File: src/rtl/audio_osr_div_pkg.sv
package audio_osr_div_pkg;

  localparam int unsigned CODE_W  = 3;
  localparam int unsigned RATIO_W = 10;

  typedef enum logic {
    FAM_512 = 1'b0,
    FAM_384 = 1'b1
  } family_e;

  typedef struct packed {
    logic [CODE_W-1:0]  code;
    logic               ok;
    logic [RATIO_W-1:0] ratio;
  } osr_setting_t;

endpackage

File: src/rtl/osr_cfg_decode.sv
module osr_cfg_decode
  import audio_osr_div_pkg::*;
#(
  parameter int unsigned MAX_CODE_512 = 4,
  parameter int unsigned MAX_CODE_384 = 3,
  parameter int unsigned BASE_512     = 512,
  parameter int unsigned BASE_384     = 384
) (
  input  logic              family,
  input  logic [CODE_W-1:0] code,
  output osr_setting_t      setting
);

  logic                family_ok;
  logic [RATIO_W-1:0]  base_ratio;

  always_comb begin
    if (family == FAM_384) begin
      family_ok  = (32'(code) <= MAX_CODE_384);
      base_ratio = RATIO_W'(BASE_384);
    end else begin
      family_ok  = (32'(code) <= MAX_CODE_512);
      base_ratio = RATIO_W'(BASE_512);
    end
    setting.code  = code;
    setting.ok    = family_ok;
    setting.ratio = family_ok ? (base_ratio >> code) : '0;
  end

endmodule

File: src/rtl/osr_period_counter.sv
module osr_period_counter
  import audio_osr_div_pkg::*;
#(
  parameter int unsigned MAX_CODE = 4,
  localparam int unsigned CNT_W   = (MAX_CODE < 1) ? 1 : MAX_CODE
) (
  input  logic         clk,
  input  logic         rst_n,
  input  logic         run,
  input  osr_setting_t req,
  output osr_setting_t cur,
  output logic         tick,
  output logic         period_end
);

  logic [CNT_W-1:0] cnt_q, cnt_d;
  osr_setting_t     cur_q, cur_d;
  logic [CNT_W:0]   span;
  logic [CNT_W-1:0] last_cnt;

  // Last counter value of the loaded period: 2^code - 1
  always_comb begin
    span     = (CNT_W+1)'(1) << cur_q.code;
    last_cnt = CNT_W'(span - 1'b1);
  end

  always_comb begin
    period_end = !cur_q.ok || (cnt_q == last_cnt);
    cnt_d      = cnt_q;
    cur_d      = cur_q;
    if (!run || period_end) begin
      cnt_d = '0;
      cur_d = req;
    end else begin
      cnt_d = cnt_q + 1'b1;
    end
  end

  always_ff @(posedge clk or negedge rst_n) begin
    if (!rst_n) begin
      cnt_q       <= '0;
      cur_q.code  <= '0;
      cur_q.ok    <= 1'b1;
      cur_q.ratio <= RATIO_W'(512);
    end else begin
      cnt_q <= cnt_d;
      cur_q <= cur_d;
    end
  end

  assign cur  = cur_q;
  assign tick = run && cur_q.ok && (cnt_q == '0);

endmodule

File: src/rtl/audio_osr_div.sv
module audio_osr_div
  import audio_osr_div_pkg::*;
#(
  parameter int unsigned MAX_CODE_512 = 4,
  parameter int unsigned MAX_CODE_384 = 3
) (
  input  logic               clk,
  input  logic               rst_n,
  input  logic               run,
  input  logic               base_384,
  input  logic [CODE_W-1:0]  mult_code,
  output logic               mclk_en,
  output logic [RATIO_W-1:0] mclk_ratio,
  output logic               ratio_err
);

  localparam int unsigned MAX_CODE =
    (MAX_CODE_512 > MAX_CODE_384) ? MAX_CODE_512 : MAX_CODE_384;

  osr_setting_t req_set;
  osr_setting_t cur_set;
  logic         tick;
  logic         period_end;

  osr_cfg_decode #(
    .MAX_CODE_512 (MAX_CODE_512),
    .MAX_CODE_384 (MAX_CODE_384)
  ) u_dec (
    .family  (base_384),
    .code    (mult_code),
    .setting (req_set)
  );

  osr_period_counter #(
    .MAX_CODE (MAX_CODE)
  ) u_cnt (
    .clk        (clk),
    .rst_n      (rst_n),
    .run        (run),
    .req        (req_set),
    .cur        (cur_set),
    .tick       (tick),
    .period_end (period_end)
  );

  assign mclk_en    = tick;
  assign mclk_ratio = cur_set.ratio;
  assign ratio_err  = !cur_set.ok;

endmodule

File: config.mk
export PLATFORM = sky130hd
export DESIGN_NAME = audio_osr_div
export DESIGN_NICKNAME = d
export VERILOG_FILES = /design/src/rtl/audio_osr_div_pkg.sv /design/src/rtl/osr_cfg_decode.sv /design/src/rtl/osr_period_counter.sv /design/src/rtl/audio_osr_div.sv
export SDC_FILE = /design/constraint.sdc
export NUM_CORES = 1
export LEC_CHECK = 0
export CORE_MARGIN = 5
export CORE_UTILIZATION = 40
export DETAILED_ROUTE_END_ITERATION = 10
export DONT_BUFFER_PORTS = 1
export PLACE_DENSITY_LB_ADDON = 0.1
export REMOVE_ABC_BUFFERS = 1
export SLEW_MARGIN = 20
export SYNTH_ARGS = -nofsm -noshare
export SYNTH_HDL_FRONTEND = slang
export SYNTH_SLANG_ARGS = --single-unit
File: constraint.sdc
create_clock -name clk -period 4.1 [get_ports clk]
set_clock_uncertainty 0.15 [all_clocks]
set_input_delay 1.025 -clock clk [delete_from_list [all_inputs] [get_ports clk]]
set_output_delay 1.025 -clock clk [all_outputs]
set_load 0.01 [all_outputs]
==> results of run 1 <==
==> area by class of cell <==
cell class	instances	area [um^2]	area share [%]
multi-input combinational	51	414	42.3
clock buffer	4	36.3	3.71
tap	30	37.5	3.84
sequential	18	453	46.3
inverter	10	37.5	3.84
==> path summary, 6_finish.rpt <==
check                         startpoint      endpoint
min in group clk            u_cnt.cur[0]  u_cnt.cur[0]
setup reg to reg           u_cnt.cur[11]  u_cnt.cur[7]
hold / removal                     rst_n  u_cnt.cur[2]
max in group asynchronous          rst_n  u_cnt.cur[9]
setup / recovery           u_cnt.cur[11]  u_cnt.cur[7]
hold reg to reg             u_cnt.cur[0]  u_cnt.cur[0]
==> placed cells by master, fill, tap and decap left out, types with 2 or more instances in the layout <==
cell	count
nor3b_1	2
nor2_1	10
clkbuf_4	3
ha_1	5
xor2_1	3
mux2i_1	4
xnor2_1	2
inv_1	10
nand2_1	3
mux2_2	8
dfrtp_1	16
nor4b_1	2
dfstp_2	2
a22o_1	2
==> routing by layer <==
| layer | vias up | routed length (um) | global-route usage (%) |
|---|---|---|---|
| met5 | - | 0 | 0 |
| met4 | 0 | 15 | 5.70 |
| met3 | 2 | 108 | 2.81 |
| met2 | 12 | 701 | 14.4 |
| met1 | 274 | 742 | 13.2 |
| li1 | 272 | - | - |
==> state kept, by name, indices dropped and copies added, names as in the netlist <==
| signal | count |
|---|---|
| u_cnt.cnt_q | 4 |
| u_cnt.cur | 14 |
==> power by group <==
part | internal (mW) | total (mW) | switching [mW]
clock network | 0.0540 | 0.110 | 0.0557
registers | 0.234 | 0.295 | 0.0611
logic | 0.108 | 0.204 | 0.0952
total | 0.396 | 0.608 | 0.212
==> cells by family after synthesis <==
family	share of synthesized area [%]
fa+ha+maj	6.20
buf+inv	14.1
flops	44.9
xor+xnor	4.34
compound gates	4.71
simple gates	11.4
mux	14.4
==> impl_metrics.yaml, run 1 <==
outcome:
  status: "finished clean"
synth:
  yosysTopAreaCellShare_pct: 39.7
  async_reset_ff_share_pct: 100
  synthCells: 92
  synth-edff-count: 0
  ys.flop_type: "dfrtp_1"
  synth_area_um2: 1010
  yosys_warnings: 0
  synth_commonest_cells: "16 x dfrtp_1, 10 x buf_4, 10 x inv_1, 10 x nor2_1, 8 x mux2_2"
  seq_area_frac_synth_pct: 44.9
  synth_top_area_cell: "dfrtp_1"
  synth_area_leaders: "dfrtp_1 40%, mux2_2 8.9%, buf_4 7.4%"
  synth_cell_type_count: 27
  syn_area_per_cell_um2: 11.0
  ys_seq_elements: 18
  synth_most_common_cell: "dfrtp_1"
clock_tree:
  holdBufCountCts: 0
  cts_made_buffers: 3
  htreeDepth: 1
  cts_tree: "done"
  path_clk_slew_ns: 0.11
  cts_buffer_depth: 2
  clock_latency_ns: 0.29
  post_cts_resized: 0
  root_buffer: "clkbuf_4"
  post_cts_buffers: 0
  clock-sinks: 18
cells_and_area:
  layout.nets: 96
  fin_area_um2: 978
  fin_util_pct: 39.9
  diodes: 0
  area_delta_synth_final_pct: -3.10
  fillCellCount: 240
  drive_gt1_share_pct: 18.1
  final_cells: 113
pwr:
  irDropWorstVdd_mv: 0.336
  power_density_nw_per_um2: 621
  p_leak_nw: 0.461
  fin_total_pwr_uw: 608
placed_design:
  port-buffer-count: 0
  placed_area_um2: 942
  hpwlAfterDp_mm: 1.12
  post-place-cells: 109
  place_congestion: 0.769
  preCtsSetupSlack_ns: 1.29
worst_setup_path:
  r2r_cells: 6
  worstPathCellList: "or3_1, ha_1, xor2_1, mux2i_1, o31a_1, mux2_2"
  crit_fanout: 18
  critical_path_arrival_ns: 2.84
  crit_slowest_cell: "o31a_1"
  critPathBufInv: 0
  endpoint_kind: "flip-flop"
  cp.depth: 6
  path_class: "reg2reg"
  regToRegSetupSlack_ns: 1.29
  slowest_delay_ns: 0.67
  critPathTopFamily: "compound AO/OA/AOI/OAI gates"
  critPathLaunchType: "flip-flop"
  required_ns: 4.13
timing:
  hold_viol_final: 0
  whs_ns: 0.264
  slew_viol_final: 0
  rsz0062_at_grt: "no"
  finalSetupTns_ns: 0
  worstMarginPinSlew_ns: 0.790
  slew_headroom_pct: 47.3
  timing.fmax_mhz: 356
  fin_ws_ns: 1.29
  period_share_pct: 68.4
  finalCriticalPeriod_ns: 2.81
  setup_viol: 0
detailed_routing:
  num_vias: 560
  wl_per_cell_um: 13.9
  drtAntennaViolNets: 0
  drt-pass1-iter-count: 4
  finalWirelength_mm: 1.57
  viasPerCell: 4.96
  drcViolationCount: 0
  drt_iter0_markers: 6
global_routing:
  grt_usage_pct: 9.96
  grt_pass1_wl_mm: 2.64
  grt_start_max_net_pins: 19
  first_global_vias: 552
  antenna_found_initial: 0
  overflow: 0
floorplan:
  die-area_um2: 3630
  start_util_pct: 41.1
  die_w_um: 60.2
  core_region_area_um2: 2450
  core.rowCount: 18
  die_h_um: 60.2
  ios: 19
job:
  drv_cap: 0
min_path:
  hold_path.class: "in2async"
Note: power is estimated with default switching activity, not from simulation.
==> run 2: changes to the inputs <==
==> constraint.sdc (replaced) <==
create_clock -name clk -period 2.6 [get_ports clk]
set_clock_uncertainty 0.15 [all_clocks]
set_input_delay 0.65 -clock clk [delete_from_list [all_inputs] [get_ports clk]]
set_output_delay 0.65 -clock clk [all_outputs]
set_load 0.01 [all_outputs]
==> run 2 against run 1 <==
Final cell count is 2.7% higher. Non-clock buffer count up 3. Total power increased by 67%. Register-to-register slack got worse by 1.1 ns. Flip-flop and latch count unchanged. Cell area rose by 3.8%. Hold slack lost 0.22 ns. Critical endpoint is now u_cnt.cur[13].
==> impl_metrics.yaml, run 2 (synthesis results as in run 1) <==
clock_tree:
  cts_made_buffers: 3
  holdBufCountCts: 1
  post_cts_resized: 0
  clock-sinks: 18
  clock_latency_ns: 0.29
  post_cts_buffers: 0
  cts_buffer_depth: 2
  path_clk_slew_ns: 0.10
  cts_tree: "done"
  htreeDepth: 1
  root_buffer: "clkbuf_4"
worst_setup_path:
  worstPathCellList: "or3_1, ha_1, xor2_1, mux2i_1, o31a_1, buf_12, mux2_2"
  endpoint_kind: "flip-flop"
  critPathTopFamily: "multiplexers"
  path_class: "reg2reg"
  critPathLaunchType: "flip-flop"
  slowest_delay_ns: 0.42
  required_ns: 2.63
  critPathBufInv: 1
  critical_path_arrival_ns: 2.47
  crit_slowest_cell: "dfrtp_1"
  crit_fanout: 18
  regToRegSetupSlack_ns: 0.16
job:
  drv_cap: 0
placed_design:
  preCtsSetupSlack_ns: 0.171
  port-buffer-count: 0
  placed_area_um2: 970
  hpwlAfterDp_mm: 1.20
  place_congestion: 0.710
pwr:
  irDropWorstVdd_mv: 0.485
  p_leak_nw: 0.480
  power_density_nw_per_um2: 998
  fin_total_pwr_mw: 1.01
timing:
  worstMarginPinSlew_ns: 0.715
  slew_headroom_pct: 52.2
  setup_viol: 0
  finalSetupTns_ns: 0
  slew_viol_final: 0
  fin_ws_ns: 0.155
  rsz0062_at_grt: "no"
  period_share_pct: 94.0
  finalCriticalPeriod_ns: 2.44
  hold_viol_final: 0
  timing.fmax_mhz: 409
floorplan:
  die_h_um: 60.2
  die-area_um2: 3630
  ios: 19
  core_region_area_um2: 2450
  die_w_um: 60.2
  start_util_pct: 41.1
  core.rowCount: 18
cells_and_area:
  diodes: 0
  drive_gt1_share_pct: 19.8
  final_common_cell: "dfrtp_1"
  fin_util_pct: 41.4
  largest_register_ffs: 14
  layout_common_cells: "16 x dfrtp_1, 10 x inv_1, 10 x nor2_1"
  layout.nets: 99
  fin_area_um2: 1020
  area_delta_synth_final_pct: 0.619
detailed_routing:
  wl_per_cell_um: 14.3
  num_vias: 582
  drcViolationCount: 0
  drt_iter0_markers: 27
  drt-pass1-iter-count: 4
  finalWirelength_mm: 1.66
  viasPerCell: 5.02
  drtAntennaViolNets: 0
global_routing:
  overflow: 0
  grt_start_max_net_pins: 19
  antenna_found_initial: 0
  first_global_vias: 608
  grt_usage_pct: 10.6
  grt_pass1_wl_mm: 2.84
outcome:
  status: "finished clean"
min_path:
  hold_path.class: "in2async"
-- run 2: metrics by stage --
| stage | hold slack, ns | cells |
|---|---|---|
| CTS | 0.0282 | 116 |
| global placement | 0.205 | 111 |
| floorplan | 0.204 | 79 |
| detailed placement | 0.205 | 111 |
| global route | 0.0210 | 116 |
| finish | 0.0400 | 116 |
-- run 2: final cells by class --
cell class	count	area, um^2
timing repair buffer	3	37.5
sequential	18	453
clock buffer	4	36.3
multi-input combinational	51	414
tap	30	37.5
inverter	10	37.5
fill	249	1440
-- run 2: final timing paths --
check | startpoint | end | depth (start not counted)
min in group clk | mult_code[1] | u_cnt.cur[10] | 1
min | rst_n | u_cnt.cur[9] | 0
max in group asynchronous | rst_n | u_cnt.cnt_q[3] | 1
max | u_cnt.cur[11] | u_cnt.cur[13] | 7
max reg2reg | u_cnt.cur[11] | u_cnt.cur[13] | 7
min reg2reg | u_cnt.cur[3] | u_cnt.cur[3] | 2
-- run 2: routing by layer --
| layer | global-route usage [%] | routed length (um) | part of all wire (%) |
|---|---|---|---|
| met4 | 3.80 | 10 | 0.60 |
| met5 | 0 | 0 | 0 |
| met1 | 13.9 | 765 | 46 |
| met3 | 3.02 | 98 | 5.9 |
| met2 | 16.5 | 784 | 47 |
-- run 2: where the power goes --
part	total (mW)	switching [mW]	internal, mW
combinational	0.378	0.167	0.211
clock	0.168	0.0831	0.0852
sequential	0.467	0.0989	0.368
